$ cat config.mk
export PLATFORM = sky130hd
export DESIGN_NAME = muldiv_unit
export DESIGN_NICKNAME = d
export VERILOG_FILES = /design/src/rtl/muldiv_pkg.sv /design/src/rtl/md_mul_engine.sv /design/src/rtl/md_div_engine.sv /design/src/rtl/muldiv_unit.sv
export SDC_FILE = /design/constraint.sdc
export NUM_CORES = 1
export LEC_CHECK = 0
export CORE_MARGIN = 5
export CORE_UTILIZATION = 55
export DETAILED_ROUTE_END_ITERATION = 10
export GPL_ROUTABILITY_DRIVEN = 0
export PLACE_DENSITY = 0.78
export SKIP_LAST_GASP = 1
export SLEW_MARGIN = 10
export SYNTH_ARGS = -nofsm -noshare
export SYNTH_HDL_FRONTEND = slang
export SYNTH_HIERARCHICAL = 1
export SYNTH_SLANG_ARGS = --single-unit
$ cat constraint.sdc
create_clock -name clk -period 3.5 [get_ports clk]
set_input_delay 0.7 -clock clk [delete_from_list [all_inputs] [get_ports clk]]
set_output_delay 0.7 -clock clk [all_outputs]
set_load 0.01 [all_outputs]
$ cat src/rtl/muldiv_pkg.sv
package muldiv_pkg;
  typedef enum logic {
    MD_MUL = 1'b0,
    MD_DIV = 1'b1
  } md_op_e;
endpackage

$ cat src/rtl/md_mul_engine.sv
// Shift-add multiplier: one partial product per step, LSB first.
module md_mul_engine #(
  parameter int W = 16
) (
  input  logic           clk,
  input  logic           load,
  input  logic           step,
  input  logic [W-1:0]   mcand_i,
  input  logic [W-1:0]   mplier_i,
  output logic [2*W-1:0] prod_o
);
  logic [W-1:0] hi_q, lo_q, mcand_q;
  logic [W:0]   psum;
  logic [2*W:0] shifted;

  always_comb begin
    psum    = {1'b0, hi_q} + (lo_q[0] ? {1'b0, mcand_q} : '0);
    shifted = {psum, lo_q} >> 1;
  end

  always_ff @(posedge clk) begin
    if (load) begin
      hi_q    <= '0;
      lo_q    <= mplier_i;
      mcand_q <= mcand_i;
    end else if (step) begin
      hi_q <= shifted[2*W-1:W];
      lo_q <= shifted[W-1:0];
    end
  end

  assign prod_o = {hi_q, lo_q};
endmodule

$ cat src/rtl/md_div_engine.sv
// Restoring divider: one quotient bit per step, MSB first.
module md_div_engine #(
  parameter int W = 16
) (
  input  logic           clk,
  input  logic           load,
  input  logic           step,
  input  logic [2*W-1:0] dividend_i,
  input  logic [W-1:0]   divisor_i,
  output logic [2*W-1:0] quo_o,
  output logic [W-1:0]   rem_o
);
  logic [W:0]     rem_q;
  logic [2*W-1:0] quo_q;
  logic [W-1:0]   dsr_q;
  logic [W:0]     rem_shl;
  logic [W+1:0]   trial;

  always_comb begin
    rem_shl = {rem_q[W-1:0], quo_q[2*W-1]};
    trial   = {1'b0, rem_shl} - {2'b00, dsr_q};
  end

  always_ff @(posedge clk) begin
    if (load) begin
      rem_q <= '0;
      quo_q <= dividend_i;
      dsr_q <= divisor_i;
    end else if (step) begin
      if (!trial[W+1]) begin
        rem_q <= trial[W:0];
        quo_q <= {quo_q[2*W-2:0], 1'b1};
      end else begin
        rem_q <= rem_shl;
        quo_q <= {quo_q[2*W-2:0], 1'b0};
      end
    end
  end

  assign quo_o = quo_q;
  assign rem_o = rem_q[W-1:0];
endmodule

$ cat src/rtl/muldiv_unit.sv
module muldiv_unit #(
  parameter int W = 16
) (
  input  logic         clk,
  input  logic         rst,
  input  logic         start,
  input  logic         op_sel,
  input  logic [W-1:0] src,
  input  logic [W-1:0] a_in,
  input  logic [W-1:0] y_in,
  output logic         busy,
  output logic         done,
  output logic [W-1:0] a_out,
  output logic         a_we,
  output logic [W-1:0] y_out,
  output logic         y_we,
  output logic         carry_we,
  output logic         carry_out,
  output logic         ovf_we,
  output logic         ovf_out,
  output logic         err_set,
  output logic         brk_set
);
  import muldiv_pkg::*;

  localparam int DIV_STEPS = 2 * W;
  localparam int CNT_W     = $clog2(DIV_STEPS);
  localparam logic [CNT_W-1:0] MUL_LAST = CNT_W'(W - 1);
  localparam logic [CNT_W-1:0] DIV_LAST = CNT_W'(DIV_STEPS - 1);

  md_op_e         op_q;
  logic           running, fin;
  logic [CNT_W-1:0] cnt;
  logic           accept, div_zero;
  logic [2*W-1:0] prod;
  logic [2*W-1:0] quo;
  logic [W-1:0]   rem;
  logic           prod_hi_nz;

  assign accept   = start && !busy;
  assign div_zero = (md_op_e'(op_sel) == MD_DIV) && (src == '0);
  assign busy     = running || fin;
  assign prod_hi_nz = |prod[2*W-1:W];

  md_mul_engine #(.W(W)) u_mul (
    .clk      (clk),
    .load     (accept),
    .step     (running && op_q == MD_MUL),
    .mcand_i  (src),
    .mplier_i (a_in),
    .prod_o   (prod)
  );

  md_div_engine #(.W(W)) u_div (
    .clk        (clk),
    .load       (accept),
    .step       (running && op_q == MD_DIV),
    .dividend_i ({y_in, a_in}),
    .divisor_i  (src),
    .quo_o      (quo),
    .rem_o      (rem)
  );

  always_ff @(posedge clk) begin
    if (rst) begin
      op_q      <= MD_MUL;
      running   <= 1'b0;
      fin       <= 1'b0;
      cnt       <= '0;
      done      <= 1'b0;
      a_out     <= '0;
      y_out     <= '0;
      a_we      <= 1'b0;
      y_we      <= 1'b0;
      carry_we  <= 1'b0;
      carry_out <= 1'b0;
      ovf_we    <= 1'b0;
      ovf_out   <= 1'b0;
      err_set   <= 1'b0;
      brk_set   <= 1'b0;
    end else begin
      done      <= 1'b0;
      a_we      <= 1'b0;
      y_we      <= 1'b0;
      carry_we  <= 1'b0;
      carry_out <= 1'b0;
      ovf_we    <= 1'b0;
      ovf_out   <= 1'b0;
      err_set   <= 1'b0;
      brk_set   <= 1'b0;
      if (accept) begin
        op_q <= md_op_e'(op_sel);
        cnt  <= '0;
        if (div_zero) begin
          done    <= 1'b1;
          err_set <= 1'b1;
          brk_set <= 1'b1;
          a_out   <= a_in;
          y_out   <= y_in;
        end else begin
          running <= 1'b1;
        end
      end else if (running) begin
        cnt <= cnt + 1'b1;
        if (cnt == ((op_q == MD_MUL) ? MUL_LAST : DIV_LAST)) begin
          running <= 1'b0;
          fin     <= 1'b1;
        end
      end else if (fin) begin
        fin  <= 1'b0;
        done <= 1'b1;
        a_we <= 1'b1;
        if (op_q == MD_MUL) begin
          a_out     <= prod[W-1:0];
          y_out     <= prod[2*W-1:W];
          y_we      <= prod_hi_nz;
          carry_we  <= 1'b1;
          ovf_we    <= 1'b1;
          carry_out <= prod_hi_nz;
          ovf_out   <= prod_hi_nz;
        end else begin
          a_out <= quo[W-1:0];
          y_out <= rem;
          y_we  <= 1'b1;
        end
      end
    end
  end
endmodule

After elaboration in Yosys (flattened, before gate mapping)

Cells that the tools add are included.

Flip-flop bits (word level): 142
Input port bits: 52
Word-level logic and storage cells: 75

Add/subtract/negate cells: 3
Eq/ne operators: 5
Muxes and demuxes: 30
Bitwise gates (word level): 3
Reductions and logical operators: 17

Operators by type and width:

| kind                                                   | count |
|---|---|
| 2-to-1 mux 16 bit                                      | 14 |
| 2-to-1 mux 32 bit                                      | 2 |
| subtractor 17 x 16 -> 18 bit                           | 1 |
| adder 16 x 17 -> 17 bit                                | 1 |
| zero test 16 bit                                       | 1 |
| OR reduction 16 bit                                    | 1 |
| 2-to-1 mux 1 bit                                       | 13 |
| inequality test 2 x 1 -> 1 bit (second input constant) | 3 |
| nonzero test 2 bit                                     | 3 |
| adder 5 x 1 -> 5 bit (second input constant)           | 1 |
| == test 5 bit                                          | 1 |
| 2-to-1 mux 5 bit                                       | 1 |
| OR reduction 5 bit                                     | 1 |
| logical AND 1 bit                                      | 4 |
| OR reduction 2 bit                                     | 2 |
| OR reduction 4 bit                                     | 1 |
| inverter 1 bit                                         | 3 |
| AND reduction 3 bit                                    | 1 |
| inequality test 2 bit (second input constant)          | 1 |
| AND reduction 2 bit                                    | 1 |
| zero test 1 bit                                        | 1 |
| logical OR 1 bit                                       | 1 |

Logic depth before layout (Yosys ltp)

Depth after elaboration: 5
Gate-level depth with buffers: 10
Depth with buffers taken out: 10

Modules after synthesis

The synthesis kept the hierarchy.

Modules (own cells, without submodules):

| module        | times used | cells each | area each (um^2) |
|---|---|---|---|
| md_div_engine | 1          | 304        | 3472.1 |
| muldiv_unit   | 1          | 285        | 2633.8 |
| md_mul_engine | 1          | 240        | 2623.8 |

Least setup slack after synthesis

OpenSTA, ideal clock, no wires.

Path type: in2reg
Start: input port start
End: register u_div.quo_q[0] (netlist: u_div/quo_o[0]), enable pin
Data arrival time: 2410 ps
Required time: 3111 ps
Slack: 701 ps
Cell stages on the path: 4
Path buffers: 0
Path through: or3b_4 -> clkinv_2 -> inv_1 -> nand2_1

Word-level cells in the longest chain between the ends: 2

RTL lines:

| what                         | RTL line            | source |
|---|---|---|
| start, declared              | muldiv_unit.sv:6    | `input logic start,` |
| logical AND 1 bit            | muldiv_unit.sv:40   | `assign accept = start && !busy;` |
| named net accept             | muldiv_unit.sv:34   | `logic accept, div_zero;` |
| nonzero test 2 bit (no line) | -                   |  |
| end signal, assigned         | md_div_engine.sv:27 | `quo_q <= dividend_i;` |
| end signal, assigned         | md_div_engine.sv:32 | `quo_q <= {quo_q[2*W-2:0], 1'b1};` |
| end signal, assigned         | md_div_engine.sv:35 | `quo_q <= {quo_q[2*W-2:0], 1'b0};` |
| end, declared                | md_div_engine.sv:14 | `logic [2*W-1:0] quo_q;` |

The timed path passes the listed nets, and every way through them passes these cells.
A chain may end at the register's enable or synchronous reset.

Final worst setup path

Start: register u_mul.lo_q[0]
End: register u_mul.hi_q[11]

Word-level cells in the longest chain between the ends: 2

RTL lines:

| what                    | RTL line            | source |
|---|---|---|
| start, declared         | md_mul_engine.sv:12 | `logic [W-1:0] hi_q, lo_q, mcand_q;` |
| start signal, assigned  | md_mul_engine.sv:24 | `lo_q <= mplier_i;` |
| start signal, assigned  | md_mul_engine.sv:28 | `lo_q <= shifted[W-1:0];` |
| 2-to-1 mux 16 bit       | md_mul_engine.sv:17 | `psum = {1'b0, hi_q} + (lo_q[0] ? {1'b0, mcand_q} : '0);` |
| adder 16 x 17 -> 17 bit | md_mul_engine.sv:17 |  |
| end signal, assigned    | md_mul_engine.sv:27 | `hi_q <= shifted[2*W-1:W];` |
| end, declared           | md_mul_engine.sv:12 |  |

Every way passes these cells.

==> results summary <==
The number of rows created at floorplan is 46. The category of the worst setup path capture point is a register. The number of library cell types mapped by synthesis is 70. The worst relative slew slack came out at 0.239. Counting the buffers created by CTS gives 17. The DRC violation count after routing came out at 0.

Setup repair after global routing left no endpoint under its margin. The final instance area came out at 10400 µm². The per-cell via count in the routed design is 6.00.

The total global-route track usage is 0.236. The final critical delay including setup and external delays came out at 2.74 ns. In this run the critical register-to-register path is captured at u_mul/hi_q[11]. The average wire length per cell after detail routing came out at approximately 19 µm. Synthesis produced 829 cells. In this run, synthesis produced a sequential element count of between 150 and 200. Timing would allow up to 365 MHz. The number of slew-limit violations in the final report was 0.

The average footprint of a synthesized cell is 10.5 µm². The total nets after synthesis is ~900. The initial antenna violation count is 0.

At the worst endpoint, the required time is between 3 and 4 ns. The number of nets in the layout came out at 991. The class of the tightest hold or removal check is register to register. Of the synthesized area, sequential elements account for 0.454. The number of buffers inserted by hold repair at cts came out at 0. The worst vdd rail ir drop is 0.354 mV. The number of cells on the worst reg-to-reg path is 8. Leaving out fill and tap cells, the most frequent cell in the layout is sky130_fd_sc_hd__clkdlybuf4s50_1. The layout overhead on the synthesized area is 18.7%. In the layout the commonest cells are 92 x sky130_fd_sc_hd__clkdlybuf4s50_1, 80 x sky130_fd_sc_hd__edfxtp_1, 77 x sky130_fd_sc_hd__dfxtp_1. The most used flip-flop cell after synthesis is sky130_fd_sc_hd__edfxtp_1. The maximum number of pins on one net before global-route repair came out at 66.

The detailed-route via count came out at 6799. The core region is 15700 µm². The CTS sink count came out at 158. The startpoint identified for the worst register-to-register timing path is u_mul/lo_q[0].

The placed wire-length estimate after detailed placement is about 16000 µm. The number of violations of the max-capacitance limit is 0. For this configuration, the core starts out at a cell density of 0.556. The Yosys step of the flow raised 6 warnings.

Dividing total power by cell area gives a power density of approximately 470 nW/µm². The share of cells above drive strength 1 is 0.103. The area of the die is 18500 µm². The quantity of gates resized following cts is 0. The share of async-settable or async-resettable flops after synthesis is 0. After synthesis, the cell types taking the most area are sky130_fd_sc_hd__edfxtp_1 28%, sky130_fd_sc_hd__dfxtp_1 18%, sky130_fd_sc_hd__mux2i_1 8.3%, sky130_fd_sc_hd__ha_1 4.7%, sky130_fd_sc_hd__mux2_2 4.1%. The count of TritonRoute iterations in the first routing pass came out at 5. The total detailed-routing wirelength is 21600 µm. The number of buffers on the longest clock path came out at 2. The number of H-tree branching levels is 4. The worst-skew pair later-pin latency is between 0.4 and 0.5 ns. The top-level I/O count came out at 94. sky130_fd_sc_hd__edfxtp_1 takes more of the synthesized area than any other cell. The die is 136 µm wide. The flow ran to the end, and the final reports show no timing, DRC or antenna violations.

Summing all placed instances gives a cell area of 9780 µm². The area fraction of the dominant cell type after synthesis is 0.275. The netlist area before placement is 8730 µm². The cell at the root of the clock tree is sky130_fd_sc_hd__clkbuf_16. The worst hold path terminates at a_out[9]. The wire length of the first global-routing pass came out at 33600 µm.

The startpoint identified for the worst hold timing path is a_out[9]. The via count of the first global-routing pass is around 6.3k. The leakage power came out at 4.01 nW. Setup total negative slack on the finished layout was measured at 0 ns. The biggest fanout along the worst timing path came out at 4. The slack of the worst reg-to-reg path is 0.76 ns.

Setup violations remaining at the end of the flow were counted as 0. The worst clock skew on the final layout is 0.00881 ns. The DRC violation total after the first TritonRoute iteration came out at 882. The quantity of I/O buffers inserted on ports is 93. The startpoint type of the worst setup path is a register. The post-CTS setup buffer count is 0. The die is around 140 µm tall. The total inserted antenna cells came out at 0. For the pin with the worst max-slew slack, the measured transition is 1.14 ns. For the worst setup path, the data arrival time is 3.05 ns. The CTS clock-pin slew for the worst setup and hold paths came out at about 0.06 ns. The total congestion overflow after global routing came out at 0. The final-report hold violation count came to 0. The post-route fraction of the period consumed by the critical path is 0.783. The number of cells on the worst hold path is 2. The count of flip-flops with a built-in enable after synthesis came out at 80. The setup path with the least slack is of type register to register.

The remaining antenna violation count after routing is 0. The CTS tree is yes.
[power breakdown]
group          total (mW)  internal (mW)  switching, mW  leakage, nW
combinational       0.834          0.370          0.464         2.33
sequential           2.20           2.10          0.101         1.40
clock                1.80           1.04          0.761        0.275
total                4.84           3.51           1.33         4.01
[layout make-up]
type | instances | area (µm²)
clock inverters | 11 | 106
flip-flops and latches | 158 | 3970
clock buffers | 21 | 472
inverters | 29 | 111
well taps | 216 | 270
fillers | 1261 | 5350
multi-input cells | 591 | 4390
repair buffers | 107 | 1040
[through the flow]
stage           util  hold slack [ns]  std cells  power, mW  worst slack [ns]
3_3_place_gp   0.623            0.460       1101       3.04             0.461
5_1_grt        0.659            0.499       1133       5.05             0.541
2_1_floorplan      -            0.443        829       2.78             0.701
6_report       0.659            0.472       1133       4.84             0.761
3_5_place_dp   0.623            0.466       1101       3.05             0.434
4_1_cts        0.659            0.478       1133       4.85             0.779
[worst max-delay path: stages, from the launching register on]
cell	delay, ns
sky130_fd_sc_hd__edfxtp_1	0.51
sky130_fd_sc_hd__and2_1	0.20
sky130_fd_sc_hd__ha_1	0.22
sky130_fd_sc_hd__fa_1	0.41
sky130_fd_sc_hd__a21o_1	0.23
sky130_fd_sc_hd__a221o_1	0.39
sky130_fd_sc_hd__a21oi_2	0.24
sky130_fd_sc_hd__mux2i_1	0.11
sky130_fd_sc_hd__a311o_1	0.32
[routing by layer]
layer	vias up	part of all wire	track usage
met1	3268	0.44	0.328
met5	-	0	0
met4	0	0.021	0.0722
met3	33	0.083	0.0592
li1	3209	-	-
met2	289	0.46	0.366
[flip-flops by register name, summed over array words and instances (netlist names), 5 cells and up]
name,flops
u_mul/lo_q,16
u_div/dsr_q,16
cnt,5
u_mul/mcand_q,16
u_div/quo_o,32
u_mul/hi_q,16
y_out,16
a_out,16
u_div/rem_q,16
[cell families after synthesis]
group,after synthesis,synth area share
compound gates,167,0.138
xor+xnor,26,0.0261
fa+ha+maj,35,0.0519
buf+inv,80,0.0430
flops,158,0.454
mux,120,0.144
simple gates,243,0.142
[synthesized netlist by cell type (all sizes together) (5+ instances only)]
library cell  instances
nor3                 14
a211oi                7
mux2i                72
a21oi                39
a31oi                 9
a311oi               10
o31ai                 8
nor2                 74
edfxtp               80
nand3                15
ha                   33
nand2                39
xnor2                15
buf                  20
and2                 20
xor2                 11
mux2                 48
clkbuf               31
dfxtp                78
a21o                  9
o21ai                24
nor4                  7
or2                   5
a211o                34
nand4                11
inv                  28
nand2b               37
[how the worst max path moves through the flow]
stage / endpoint / start / slack, ns / cells after the start
6_report: u_mul/hi_q[11] / u_mul/lo_q[0] / 0.76 / 8
5_1_grt: u_div/rem_q[12] / u_div/quo_o[31] / 0.54 / 10
4_1_cts: u_mul/hi_q[11] / u_mul/lo_q[0] / 0.78 / 8
3_5_place_dp: a_out[14] / start / 0.43 / 6
3_3_place_gp: a_out[6] / start / 0.46 / 6
2_1_floorplan: u_div/quo_o[0] / start / 0.70 / 4
(Power assumes the default switching activity.)
